==> src/rtl/rhm_pkg.sv <==
package rhm_pkg;
   localparam int unsigned REG_W   = 32;
   localparam int unsigned CLR_BIT = 31;
   typedef enum logic {
      WORD_COUNT  = 1'b0,
      WORD_THRESH = 1'b1
   } word_sel_e;
endpackage

==> src/rtl/rhm_sync.sv <==
module rhm_sync #(
   parameter int unsigned STAGES = 2
) (
   input  logic clk,
   input  logic por_n,
   input  logic async_in,
   output logic sync_out
);
   generate
      if (STAGES < 2) begin : g_bad
         $error("rhm_sync: STAGES must be at least 2");
      end
   endgenerate

   logic [STAGES-1:0] chain_q;

   always_ff @(posedge clk or negedge por_n) begin
      if (!por_n) chain_q <= '1;
      else        chain_q <= {chain_q[STAGES-2:0], async_in};
   end

   assign sync_out = chain_q[STAGES-1];
endmodule

==> src/rtl/rhm_counter.sv <==
module rhm_counter #(
   parameter int unsigned CNT_W = 29
) (
   input  logic             clk,
   input  logic             por_n,
   input  logic             active,
   input  logic             clear,
   output logic [CNT_W-1:0] count
);
   localparam logic [CNT_W-1:0] CNT_MAX = '1;

   logic [CNT_W-1:0] cnt_q;

   always_ff @(posedge clk or negedge por_n) begin
      if (!por_n)                          cnt_q <= '0;
      else if (clear)                      cnt_q <= '0;
      else if (active && cnt_q != CNT_MAX) cnt_q <= cnt_q + 1'b1;
   end

   assign count = cnt_q;

   AST_STEP_ONE: assert property (@(posedge clk) disable iff (!por_n)
      (active && !clear && cnt_q != CNT_MAX) |=> (cnt_q == $past(cnt_q) + 1'b1));
   AST_SAT_HOLD: assert property (@(posedge clk) disable iff (!por_n)
      (cnt_q == CNT_MAX && !clear) |=> (cnt_q == CNT_MAX));
   AST_IDLE_HOLD: assert property (@(posedge clk) disable iff (!por_n)
      (!active && !clear) |=> $stable(cnt_q));
   AST_CLEAR_WINS: assert property (@(posedge clk) disable iff (!por_n)
      clear |=> (cnt_q == '0));
endmodule

==> src/rtl/rhm_thresh.sv <==
module rhm_thresh #(
   parameter int unsigned CNT_W         = 29,
   parameter int unsigned SEC_W         = 5,
   parameter int unsigned TICKS_PER_SEC = 25_000_000
) (
   input  logic             clk,
   input  logic             por_n,
   input  logic             load,
   input  logic [SEC_W:0]   load_val,
   input  logic [CNT_W-1:0] count,
   output logic [SEC_W:0]   cfg,
   output logic             hit
);
   localparam int unsigned PROD_W = 64;

   logic [SEC_W-1:0] secs_q;
   logic             en_q;
   logic [PROD_W-1:0] limit;

   always_ff @(posedge clk or negedge por_n) begin
      if (!por_n) begin
         secs_q <= '0;
         en_q   <= 1'b0;
      end else if (load) begin
         secs_q <= load_val[SEC_W-1:0];
         en_q   <= load_val[SEC_W];
      end
   end

   assign limit = PROD_W'(TICKS_PER_SEC) * PROD_W'(secs_q);
   assign hit   = en_q && (PROD_W'(count) >= limit);
   assign cfg   = {en_q, secs_q};

   AST_LOAD_TAKES: assert property (@(posedge clk) disable iff (!por_n)
      load |=> (cfg == $past(load_val)));
endmodule

==> src/rtl/rsthold_meter.sv <==
module rsthold_meter #(
   parameter int unsigned CNT_W         = 29,
   parameter int unsigned SEC_W         = 5,
   parameter int unsigned TICKS_PER_SEC = 25_000_000,
   parameter int unsigned SYNC_STAGES   = 2
) (
   input  logic        clk,
   input  logic        por_n,
   input  logic        rst_pin_n,
   input  logic        wr_en,
   input  logic        addr,
   input  logic [31:0] wr_data,
   output logic [31:0] rd_data,
   output logic        long_press
);
   import rhm_pkg::*;

   generate
      if (CNT_W < 1 || CNT_W > CLR_BIT) begin : g_bad_cnt
         $error("rsthold_meter: CNT_W must be 1..31");
      end
      if (SEC_W < 1 || SEC_W + 1 > REG_W) begin : g_bad_sec
         $error("rsthold_meter: SEC_W out of range");
      end
      if (TICKS_PER_SEC < 1) begin : g_bad_ticks
         $error("rsthold_meter: TICKS_PER_SEC must be nonzero");
      end
   endgenerate

   logic             pin_sync_n;
   logic             do_clear;
   logic             do_load;
   logic [CNT_W-1:0] count;
   logic [SEC_W:0]   cfg;

   assign do_clear = wr_en && (word_sel_e'(addr) == WORD_COUNT) && wr_data[CLR_BIT];
   assign do_load  = wr_en && (word_sel_e'(addr) == WORD_THRESH);

   rhm_sync #(.STAGES(SYNC_STAGES)) i_sync (
      .clk      (clk),
      .por_n    (por_n),
      .async_in (rst_pin_n),
      .sync_out (pin_sync_n)
   );

   rhm_counter #(.CNT_W(CNT_W)) i_counter (
      .clk    (clk),
      .por_n  (por_n),
      .active (!pin_sync_n),
      .clear  (do_clear),
      .count  (count)
   );

   rhm_thresh #(
      .CNT_W         (CNT_W),
      .SEC_W         (SEC_W),
      .TICKS_PER_SEC (TICKS_PER_SEC)
   ) i_thresh (
      .clk      (clk),
      .por_n    (por_n),
      .load     (do_load),
      .load_val (wr_data[SEC_W:0]),
      .count    (count),
      .cfg      (cfg),
      .hit      (long_press)
   );

   always_comb begin
      rd_data = '0;
      if (word_sel_e'(addr) == WORD_COUNT) rd_data[CNT_W-1:0] = count;
      else                                 rd_data[SEC_W:0]   = cfg;
   end

   AST_CLEAR_TO_ZERO: assert property (@(posedge clk) disable iff (!por_n)
      do_clear |=> (rd_data[CNT_W-1:0] == '0 || addr));
   AST_WRITE_NO_CLEAR: assert property (@(posedge clk) disable iff (!por_n)
      (wr_en && !addr && !wr_data[CLR_BIT] && pin_sync_n) |=> $stable(count));
endmodule

==> config.mk <==
export PLATFORM = sky130hd
export DESIGN_NAME = rsthold_meter
export DESIGN_NICKNAME = d
export VERILOG_FILES = /design/src/rtl/rhm_pkg.sv /design/src/rtl/rhm_sync.sv /design/src/rtl/rhm_counter.sv /design/src/rtl/rhm_thresh.sv /design/src/rtl/rsthold_meter.sv
export SDC_FILE = /design/constraint.sdc
export NUM_CORES = 1
export LEC_CHECK = 0
export BUFFER_PORTS_ARGS = -buffer_cell sky130_fd_sc_hd__buf_4
export CORE_UTILIZATION = 48
export CTS_CLUSTER_DIAMETER = 80
export DETAILED_ROUTE_END_ITERATION = 8
export PLACE_DENSITY = 0.77
export SLEW_MARGIN = 20
export SYNTH_ARGS = -nofsm -noshare
export SYNTH_HDL_FRONTEND = slang
export SYNTH_SLANG_ARGS = --single-unit
==> constraint.sdc <==
create_clock -name clk -period 5.9 [get_ports clk]
set_clock_uncertainty 0.05 [all_clocks]
set_input_delay 0.59 -clock clk [delete_from_list [all_inputs] [get_ports clk]]
set_output_delay 0.59 -clock clk [all_outputs]
set_load 0.01 [all_outputs]
======== After elaboration in Yosys (flattened, before gate mapping) ========
Cells that the tools add are included.
cells by class
  multipliers ............................. 1
  reduce and logical (&&, ||, !) cells .... 7
  equality and inequality tests ........... 1
  order comparisons ....................... 1
  bitwise gates (word level) .............. 1
  add/subtract/negate cells ............... 1
  multiplexer cells ....................... 4
operator list
  operator               number
  $mux 29                2
  $ge 29x30->1           1
  $add 29x1->29 const B  1
  $ne 29x29->1 const B   1
  $mul 19x5->24 const A  1
  $mux 23                1
  $mux 6                 1
  $logic_and 1x1->1      5
  $reduce_bool 2->1      1
  $logic_not 1->1        1
  $not 1->1              1
storage, ports and cells
  word-level logic and storage cells ...... 20
  output and inout bits ................... 33
  input port bits ......................... 37
  flip-flop bits (word level) ............. 37

======== Logic depth before layout (Yosys ltp) ========
Gate-level depths: netlist of the first run.
  depth after elaboration ................. 4
  depth in mapped cells ................... 22
  depth with buffers taken out ............ 22

======== By module ========
Synthesis of the first run repeated with hierarchy kept, for this count alone.
second synthesis, totals
  cells, all modules ...................... 459
  area total of the unflattened synthesis .. 4085.2 um^2
modules (own cells, without submodules)
  module         cells each  area each (um^2)  times used  sequential area each (um^2)
  rhm_thresh     242         2078.2            1           150.1
  rhm_counter    176         1657.8            1           725.7
  rsthold_meter  39          296.5             1           0.0
  rhm_sync       2           52.6              1           52.6

======== Least setup slack after synthesis of the first run ========
Ideal clock, no wire load.
  kind .................................... register -> output
  start ................................... register i_thresh.secs_q[2]
  end ..................................... output port long_press
  path buffers ............................ 0
  path slack .............................. 0.672 ns
  data required time ...................... 5.260 ns
  stages on the path, launching flop included .. 20
  arrival ................................. 4.588 ns
  path through ............................ dfrtp_1 inv_1 fa_1 inv_1 ha_1 fa_1 ha_1 o21a_1 o31a_4 o2111ai_4 a311oi_1 o21ai_0 nand2b_1 xnor2_1 ha_1 a2111o_1 nor3_1 nand2_1 a41oi_1 nor4_1
on the way
  longest elaborated chain between the ends .. 3
ends and longest elaborated chain
  what                    RTL line             text
  from (decl)             rhm_thresh.sv:16     logic [SEC_W-1:0] secs_q;
  from (signal assigned)  rhm_thresh.sv:25     secs_q <= load_val[SEC_W-1:0];
  $mul 19x5->24           rhm_thresh.sv:30     assign limit = PROD_W'(TICKS_PER_SEC) * PROD_W'(secs_q);
  $ge 29x30->1            rhm_thresh.sv:31     assign hit = en_q && (PROD_W'(count) >= limit);
  $logic_and 1x1->1       rhm_thresh.sv:31
  to (decl)               rsthold_meter.sv:14  output logic long_press
No other way between the ends.

======== Worst setup path after layout of the first run ========
Ends and elaborated chain as after synthesis.

==> results_dict.tcl, run 1 <==
set metrics [dict create \
    first_pass_iters 4 \
    fmax_mhz 175 \
    tightest_slew_ns 0.563 \
    netlist_instances 429 \
    setup_viol 0 \
    gp_congestion 0.871 \
    clock_sinks 37 \
    grtUsageTotal 0.224 \
    routedWlPerCell_um 16.1 \
    ys.flop_type "dfrtp_1" \
    antenna_cells 0 \
    avgSynthCellArea_um2 9.07 \
    p_comb_frac 0.796 \
    die_w_um 92.0 \
    max_slew_margin 0.624 \
    grt_overflow_total 0 \
    drt_iter0_markers 152 \
    grt_max_degree 38 \
    vdd_drop_max_v 0.000224 \
    antenna_found_initial 0 \
    seq_area_frac_synth 0.239 \
    layout.cells.non_filler 589 \
    clockBufferDepth 2 \
    drtAntennaViolNets 0 \
    yosys_register_bits 37 \
    cp.required_ns 5.26 \
    outcome "complete, no violations" \
    yosysWarnings 0 \
    cts_buffers 5 \
    swShare 0.463 \
    vias_per_cell 5.61 \
    dp_hpwl_mm 7.24 \
    worstSkewPairLatency_ns 0.29 \
    p_int_mw 1.24 \
    clockRootBuffer "clkbuf_8" \
    cts_tree "done" \
    io_pins 70 \
    dpl_cell_area_mm2 0.00433 \
    worstSetupPathType "reg2out" \
    p_switching_mw 1.07 \
    maxSlewViolCount 0 \
    period_share 0.967 \
    grt_pass1_wl_mm 15.0 \
    hold_viol 0 \
    via_count 3302 \
    clkTransAtPathRegs_ns 0.07 \
    cap_violations 0 \
    crit_arrival_ns 5.07 \
    synth.distinct_cells 53 \
    synthArstFlopShare 1.00 \
    cp_max_fo 4 \
    hp-class "in2async" \
    syn_to_final_growth_pct 20.5 \
    port_buffers 41 \
    endpoint_kind "primary output" \
    synth-edff-count 0 \
    setup.worst_path.start_class "register" \
    dp.cells 570 \
    drive_gt1_frac 0.248 \
    rows 32 \
    initial_utilization 0.501 \
    core_area_mm2 0.00777 \
    final_util 0.604 \
    powerDensity_mw_per_mm2 492 \
    route.detailed.drc 0 \
    leakage_nw 2.36 \
    htreeDepth 2 \
    p_seq_frac 0.129 \
    power.share.clock 0.075 \
    die_area_mm2 0.00847 \
    routed_wl_mm 9.47 \
    die_y_um 92.0 \
    final_cell_area_mm2 0.00469 \
    syn-cell-area_mm2 0.00389 \
    cts_hold_buf 0 \
    grt_pass1_vias 3255 \
    period_minus_slack_ns 5.71 \
    layout.nets 597 \
]
## cells in the mapped netlist (2+ instances only)
master     n  area (um^2)
ha_1      59          738
inv_1     48          180
nor2_1    40          150
dfrtp_1   35          876
nor2b_1   22          138
xnor2_1   21          184
nand2_1   19         71.3
xor2_1    17          149
a21oi_1   16         80.1
fa_1      15          300
o21ai_0   13         65.1
nand4_1   11         68.8
mux2_2    10          113
nand3_1   10         50.1
nor3_1    10         50.1
a21o_1     9         67.6
and3_1     8         50.1
clkbuf_1   7         26.3
nand2b_1   6         37.5
or3_1      6         37.5
and2_1     3         18.8
buf_4      3         22.5
nor4_1     3         18.8
o21a_1     3         22.5
a31o_2     2         17.5
and4_1     2         17.5
dfstp_2    2         52.6
nand4_2    2         25.0
o21ai_1    2         10.0
o31ai_1    2         15.0
## timing repair
action / CTS / global route
resized for setup: 11 / 26
buffers inserted: 2 / 9
setup endpoints to repair: 1 / 1
pin swaps: 4 / 17
## cell families (layout without fill, tap and decap cells)
family	after synthesis	in the layout	synth area share
other cells	1	3	0.000964
compound gates	63	63	0.116
mux	10	10	0.0289
simple gates	147	147	0.203
flops	37	37	0.239
fa+ha+maj	74	74	0.267
buf+inv	59	115	0.0601
xor+xnor	38	38	0.0855
## layout make-up
type / instances / area [um^2]
Clock buffer: 6 / 72.6
Clock inverter: 2 / 10.0
Fill cell: 659 / 3080
Inverter: 48 / 180
Multi-Input combinational cell: 335 / 2930
Sequential cell: 37 / 928
Tap cell: 102 / 128
Timing Repair Buffer: 59 / 443
## metal layers
layer  GRT usage  vias up  routed length (um)
li1            -     1593                   -
met1       0.279     1618                3940
met2       0.397       72                4980
met3      0.0249       19                 316
met4      0.0807        0                 235
met5           0        -                   0
## cells in the final DEF, fill, tap and decap left out, types with 5 or more instances in the layout
master and instances:
nand4_1 11, buf_4 59, dfrtp_1 35, nand3_1 10
nor2b_1 22, nand2_1 19, fa_1 12, xnor2_1 20
xor2_1 17, a21oi_1 13, nor2_1 39, ha_4 8
mux2_2 10, ha_1 49, and3_1 8, clkbuf_8 5
or3_1 5, inv_1 44, nor3_1 9, a21o_1 9
nand2b_1 6, o21ai_0 11
## final timing paths
check / endpoint / cells past startpoint / slack (ns) / startpoint
hold / removal: i_counter.count[6]$_DFFE_PN0P_ / 1 / 0.21 / por_n
setup / recovery: long_press / 20 / 0.19 / i_thresh.secs_q[2]$_DFFE_PN0P_
min in group clk: i_sync.chain_q[1]$_DFF_PN1_ / 0 / 0.31 / i_sync.chain_q[0]$_DFF_PN1_
max in group asynchronous: i_sync.chain_q[1]$_DFF_PN1_ / 1 / 5.24 / por_n
hold reg to reg: i_sync.chain_q[1]$_DFF_PN1_ / 0 / 0.31 / i_sync.chain_q[0]$_DFF_PN1_
setup reg to reg: i_counter.count[5]$_DFFE_PN0P_ / 7 / 3.61 / i_counter.count[14]$_DFFE_PN0P_
## metrics by stage
stage	hold slack, ns	worst slack, ns	TNS [ns]	power [mW]
after floorplan	0.244	0.672	0	1.45
after global routing	0.233	-0.0186	-0.0186	2.52
after detailed placement	0.300	-0.0129	-0.0129	1.82
final	0.208	0.193	0	2.31
after CTS	0.218	0.00967	0	2.10
after global placement	0.297	0.164	0	1.72
## critical path, cell delays in order, from the launching register on
cell and delay, ns:
dfrtp_1 0.40, buf_4 0.17, ha_1 0.25, fa_1 0.49, inv_1 0.05, fa_1 0.48
inv_1 0.07, ha_1 0.21, or3_4 0.38, nor2_4 0.16, o21ai_2 0.08, a211o_1 0.33
o31ai_2 0.26, xor2_1 0.14, ha_2 0.20, a2111o_1 0.43, nor3_4 0.16, nand2_1 0.09
a41oi_2 0.20, nor4_2 0.08, buf_4 0.15
## registers in the layout (all words and copies together), names as in the netlist
signal / count
i_counter.count: 29
i_thresh.secs_q: 5
i_sync.chain_q: 2
i_thresh.en_q: 1
## power groups by stage
stage,Combinational (mW),Clock [mW],Sequential [mW]
after floorplan,1.15,0,0.302
after global placement,1.42,0,0.301
after detailed placement,1.52,0,0.302
after CTS,1.62,0.178,0.297
after global routing,2.03,0.187,0.300
final,1.84,0.174,0.297
Note: power is estimated with default switching activity, not from simulation.
==> inputs of run 2 (changes only) <==
--- a/config.mk
+++ b/config.mk
@@ -10,7 +10,8 @@
 export CTS_CLUSTER_DIAMETER = 80
 export DETAILED_ROUTE_END_ITERATION = 8
 export PLACE_DENSITY = 0.77
-export SLEW_MARGIN = 20
+export REMOVE_ABC_BUFFERS = 1
+export SLEW_MARGIN = 10
 export SYNTH_ARGS = -nofsm -noshare
 export SYNTH_HDL_FRONTEND = slang
 export SYNTH_SLANG_ARGS = --single-unit
==> run 2 against run 1 <==
  * Die area unchanged
  * Register-to-register slack improved by 0.03 ns
  * Design area decreased by 3.5%
  * Combinational power decreased by 9%
  * Sequential power about the same
  * Non-clock buffer count decreased by 10
  * Hold slack got worse by 0.0077 ns
  * Utilization decreased by 2.1 points
  * Flip-flop and latch count unchanged
  * Largest power group unchanged
  * Via count decreased by 1.6%
==> results_dict.tcl, run 2 (synthesis results as in run 1) <==
set metrics [dict create \
    outcome "complete, no violations" \
    period_share 0.978 \
    cap_violations 0 \
    grt_pass1_vias 3306 \
    antenna_cells 0 \
    final_common_cell "ha_1" \
    largest_reg_flops 29 \
    cts_hold_buf 0 \
    route.detailed.drc 0 \
    htreeDepth 2 \
    vdd_drop_max_v 0.000233 \
    clockRootBuffer "clkbuf_8" \
    setup.worst_path.start_class "register" \
    cp.required_ns 5.26 \
    cp_max_fo 4 \
    rows 32 \
    core_area_mm2 0.00777 \
    cts_buffers 5 \
    final_util 0.583 \
    initial_utilization 0.501 \
    clock_sinks 37 \
    grt_pass1_wl_mm 15.2 \
    worstSetupPathType "reg2out" \
    endpoint_kind "primary output" \
    crit_arrival_ns 5.13 \
    r2r_slack_ns 3.64 \
    antenna_found_initial 0 \
    gp_congestion 0.903 \
    vias_per_cell 5.61 \
    drive_gt1_frac 0.208 \
    fin_tns_setup_ns 0 \
    cts_tree "done" \
    dpl_cell_area_mm2 0.00433 \
    setup_viol 0 \
    syn_to_final_growth_pct 16.4 \
    crit_end "long_press" \
    grt_max_degree 38 \
    port_buffers 41 \
    layout.nets 587 \
    grt_overflow_total 0 \
    via_count 3249 \
    whs_ns 0.200 \
    leakage_nw 2.31 \
    die_area_mm2 0.00847 \
    dp_hpwl_mm 7.09 \
    clkTransAtPathRegs_ns 0.08 \
    maxSlewViolCount 0 \
    hp-class "in2async" \
    powerDensity_mw_per_mm2 474 \
    hold_viol 0 \
    final_cell_area_mm2 0.00453 \
    worstSkewPairLatency_ns 0.29 \
    grtUsageTotal 0.227 \
    r2r-start "i_counter.count[9]$_DFFE_PN0P_" \
    tightest_slew_ns 1.09 \
    r2r_cells 6 \
    cp-startpoint "i_thresh.secs_q[4]$_DFFE_PN0P_" \
    crit_chain "inv_2 > fa_2 > fa_1 > inv_1 > ha_1 > ha_4 > nor2b_4 > o31a_4 > o2111ai_4 > a311oi_2 > o21ai_0 > nand2b_1 > xnor2_2 > ha_1 > a2111o_1 > nor3_2 > nand2_1 > a41oi_2 > nor4_1 > buf_4" \
    crit_top_cell "ha_1" \
    clockBufferDepth 2 \
    drt_iter0_markers 102 \
    mostFrequentLayoutCells "ha_1 (54), buf_4 (49), inv_1 (44), nor2_1 (39), dfrtp_1 (35)" \
    io_pins 70 \
    first_pass_iters 4 \
    max_slew_margin 0.274 \
    drtAntennaViolNets 0 \
    cp_slowest_cell "fa_1" \
    reg2reg_to "i_counter.count[20]$_DFFE_PN0P_" \
    period_minus_slack_ns 5.77 \
    routed_wl_mm 9.13 \
    critPathMaxStageDelay_ns 0.52 \
    die_w_um 92.0 \
    routedWlPerCell_um 15.8 \
    die_y_um 92.0 \
    fmax_mhz 173 \
]
run 2: cell types whose count changed in the layout (fill, tap and decap cells not counted), moves of 2 or more:
cell	change
ha_4	-4
fa_1	+2
fa_2	-2
o21ai_2	-2
ha_1	+5
buf_4	-10
run 2: metal layers:
metal  wire (um)  up-vias  global-route usage
met1        3920     1578               0.287
met4         208        0              0.0742
li1            -     1562                   -
met5           0        -                   0
met2        4650       89               0.402
met3         358       20              0.0274
run 2: per-stage QoR:
stage / power [mW] / worst slack (ns) / std cells
after floorplan: 1.45 / 0.672 / 420
after global placement: 1.72 / 0.193 / 569
after detailed placement: 1.78 / 0.0934 / 569
after CTS: 2.06 / 0.00184 / 578
after global routing: 2.36 / -0.0385 / 579
final: 2.14 / 0.133 / 579
run 2: worst min path at each step:
| stage | startpoint | endpoint |
|---|---|---|
| global placement | i_sync.chain_q[0]$_DFF_PN1_ | i_sync.chain_q[1]$_DFF_PN1_ |
| floorplan | por_n | i_counter.count[0]$_DFFE_PN0P_ |
| CTS | por_n | i_thresh.secs_q[1]$_DFFE_PN0P_ |
| global route | por_n | i_thresh.secs_q[1]$_DFFE_PN0P_ |
| finish | por_n | i_counter.count[4]$_DFFE_PN0P_ |
| detailed placement | i_sync.chain_q[0]$_DFF_PN1_ | i_sync.chain_q[1]$_DFF_PN1_ |
run 2: worst max-delay path, delay by kind of cell (launching register included):
kind	cells	cell delay, ns
compound gates	6	1.48
xor+xnor	1	0.15
fa+ha+maj	5	1.89
buf+inv	3	0.32
flops	1	0.40
simple gates	5	0.60
run 2: final cells by class:
| cell class | count | area [um^2] |
|---|---|---|
| Clock buffer | 6 | 72.6 |
| Tap cell | 102 | 128 |
| Inverter | 48 | 180 |
| Fill cell | 688 | 3240 |
| Sequential cell | 37 | 928 |
| Clock inverter | 2 | 10.0 |
| Multi-Input combinational cell | 335 | 2840 |
| Timing Repair Buffer | 49 | 368 |
run 2: what timing repair did:
action / in CTS / in global routing
gates resized for setup: 8 / 13
endpoints found under the setup margin: 1 / 1
setup buffers: 1 / 1
pin swaps: 3 / 8
run 2: report_power, final:
group          leakage (nW)  total, mW  internal, mW  switching, mW
logic                  1.77       1.67         0.786          0.885
clock network        0.0450      0.174        0.0819         0.0921
registers             0.492      0.300         0.273         0.0268
==> inputs of run 3 (changes only) <==
--- a/config.mk
+++ b/config.mk
@@ -5,6 +5,7 @@
 export SDC_FILE = /design/constraint.sdc
 export NUM_CORES = 1
 export LEC_CHECK = 0
+export ABC_AREA = 1
 export BUFFER_PORTS_ARGS = -buffer_cell sky130_fd_sc_hd__buf_4
 export CORE_UTILIZATION = 48
 export CTS_CLUSTER_DIAMETER = 80
==> run 3 against run 2 <==
  * Synthesized cell count rose by 37%
  * Critical path type unchanged
  * Global-route usage rose by 1.2 points
  * Total power fell by 6.6%
  * Critical path depth grew 8
  * Count of clock-buffer cells in the layout is 1 lower
  * Fmax is 2.6% higher
  * Largest cell class unchanged
  * Routed wire length is 18% higher
==> results_dict.tcl, run 3 <==
set metrics [dict create \
    outcome "complete, no violations" \
    die_y_um 96.4 \
    final_cell_area_mm2 0.00479 \
    netlist_instances 587 \
    synth_top_area_frac 0.205 \
    seq_area_frac_synth 0.217 \
    avgSynthCellArea_um2 7.29 \
    powerDensity_mw_per_mm2 418 \
    cp_slowest_cell "fa_1" \
    fin_ws_ns 0.276 \
    clockRootBuffer "clkbuf_8" \
    yosysTopAreaCell "dfrtp_1" \
    grt_pass1_vias 3696 \
    worstSetupPathType "reg2out" \
    cts_buffers 5 \
    route.detailed.drc 0 \
    syn_to_final_growth_pct 11.9 \
    core_area_mm2 0.00868 \
    crit_arrival_ns 4.98 \
    syn-cell-area_mm2 0.00428 \
    finalPower_mw 2.00 \
    synth.distinct_cells 45 \
    die_w_um 96.4 \
    vias_per_cell 5.47 \
    fmax_mhz 178 \
    synth-edff-count 0 \
    tightest_slew_ns 1.02 \
    n_fill_cell 843 \
    vdd_drop_max_v 0.000220 \
    mostFrequentLayoutCells "nand2_1 (113), inv_1 (88), nor2_1 (70), ha_1 (58), buf_4 (46)" \
    synth_most_common_cell "nand2_1" \
    grt_overflow_total 0 \
    synthTopCellsByCount "nand2_1 (113), inv_1 (89), nor2_1 (70), ha_1 (59), dfrtp_1 (35)" \
    yosysWarnings 0 \
    hp-class "in2async" \
    final_common_cell "nand2_1" \
    drtAntennaViolNets 0 \
    hold_viol 0 \
    cp.required_ns 5.26 \
    first_pass_iters 6 \
    endpoint_kind "primary output" \
    layout.nets 738 \
    yosys_register_bits 37 \
    die_area_mm2 0.00930 \
    critPathMaxStageDelay_ns 0.59 \
    period_share 0.953 \
    grt_pass1_wl_mm 17.2 \
    dpl_cell_area_mm2 0.00466 \
    synthTopCellsByArea "dfrtp_1 (20%), ha_1 (17%), nand2_1 (9.9%), inv_1 (7.8%), fa_1 (7.0%)" \
    clockBufferDepth 2 \
    grtUsageTotal 0.239 \
    crit_top_cell "nand2_1" \
    largest_reg_flops 29 \
    port_buffers 41 \
    cts_tree "done" \
    cp_max_fo 6 \
    setup.worst_path.start_class "register" \
    cap_violations 0 \
    setup_viol 0 \
    leakage_nw 2.40 \
    place_ws_ns 0.403 \
    grt_max_degree 38 \
    routed_wl_mm 10.8 \
    clock_sinks 37 \
    cts_hold_buf 0 \
    via_count 4028 \
    io_pins 70 \
    synthArstFlopShare 1.00 \
    ys.flop_type "dfrtp_1" \
    initial_utilization 0.493 \
    period_minus_slack_ns 5.62 \
    maxSlewViolCount 0 \
    clkTransAtPathRegs_ns 0.09 \
    drive_gt1_frac 0.143 \
    max_slew_margin 0.318 \
    fin_tns_setup_ns 0 \
    gp_congestion 0.930 \
    worstSkewPairLatency_ns 0.30 \
    rows 34 \
    dp_hpwl_mm 8.61 \
    antenna_found_initial 0 \
    antenna_cells 0 \
    routedWlPerCell_um 14.7 \
    drt_iter0_markers 199 \
    htreeDepth 2 \
]
run 3: power breakdown:
part           leakage, nW  internal (mW)  switching, mW
combinational         1.87          0.599          0.935
sequential           0.486          0.270         0.0175
clock               0.0439         0.0817         0.0993
run 3: final cells by class:
class	instances	area [um^2]	area share
sequential	37	931	0.194
multi-input combinational	440	2930	0.611
clock buffer	5	68.8	0.0144
inverter	97	364	0.0760
clock inverter	3	17.5	0.00366
timing repair buffer	46	345	0.0721
tap	108	135	0.0282
run 3: worst paths after layout:
| kind | startpoint | to | slack [ns] | cells past startpoint |
|---|---|---|---|---|
| worst min register to register | i_sync.chain_q[0]$_DFF_PN1_ | i_sync.chain_q[1]$_DFF_PN1_ | 0.31 | 0 |
| worst max register to register | i_counter.count[0]$_DFFE_PN0P_ | i_counter.count[25]$_DFFE_PN0P_ | 3.46 | 11 |
| max in group asynchronous | por_n | i_sync.chain_q[0]$_DFF_PN1_ | 5.23 | 1 |
| worst min-delay path | por_n | i_counter.count[8]$_DFFE_PN0P_ | 0.20 | 1 |
| min in group clk | i_sync.chain_q[0]$_DFF_PN1_ | i_sync.chain_q[1]$_DFF_PN1_ | 0.31 | 0 |
| worst max-delay path | i_thresh.secs_q[2]$_DFFE_PN0P_ | long_press | 0.28 | 28 |
run 3: kinds of logic (layout without fill, tap and decap cells):
| family | after synthesis | count (layout) | synth area share |
|---|---|---|---|
| flops | 37 | 37 | 0.217 |
| fa+ha+maj | 74 | 74 | 0.243 |
| other cells | 1 | 3 | 0.000876 |
| simple gates | 261 | 261 | 0.283 |
| compound gates | 79 | 79 | 0.102 |
| mux | 1 | 1 | 0.00263 |
| buf+inv | 112 | 151 | 0.106 |
| xor+xnor | 22 | 22 | 0.0450 |
run 3: timing repair:
item / in CTS / in global routing
setup buffers: 0 / 3
endpoints found under the setup margin: 0 / 1
gates resized for setup: 0 / 7
run 3: per-layer routing:
metal | wire length, um | vias to the layer above | share of wire | global-route usage
li1 | - | 1993 | - | -
met1 | 4650 | 1872 | 0.43 | 0.306
met2 | 5230 | 137 | 0.48 | 0.408
met3 | 619 | 26 | 0.057 | 0.0313
met4 | 291 | 0 | 0.027 | 0.0919
met5 | 0 | - | 0 | 0
run 3: worst max-delay path, delay by kind of cell (launching register included):
family	cells	cell delay [ns]
simple gates	15	1.10
compound gates	4	0.60
xor+xnor	1	0.17
flops	1	0.43
buf+inv	3	0.33
fa+ha+maj	5	2.05
run 3: per-stage QoR:
stage / instances / hold WS [ns] / util
5_1_grt: 736 / 0.234 / 0.552
6_report: 736 / 0.198 / 0.552
2_1_floorplan: 574 / 0.244 / -
3_3_place_gp: 725 / 0.295 / 0.536
4_1_cts: 733 / 0.221 / 0.546
3_5_place_dp: 725 / 0.297 / 0.536
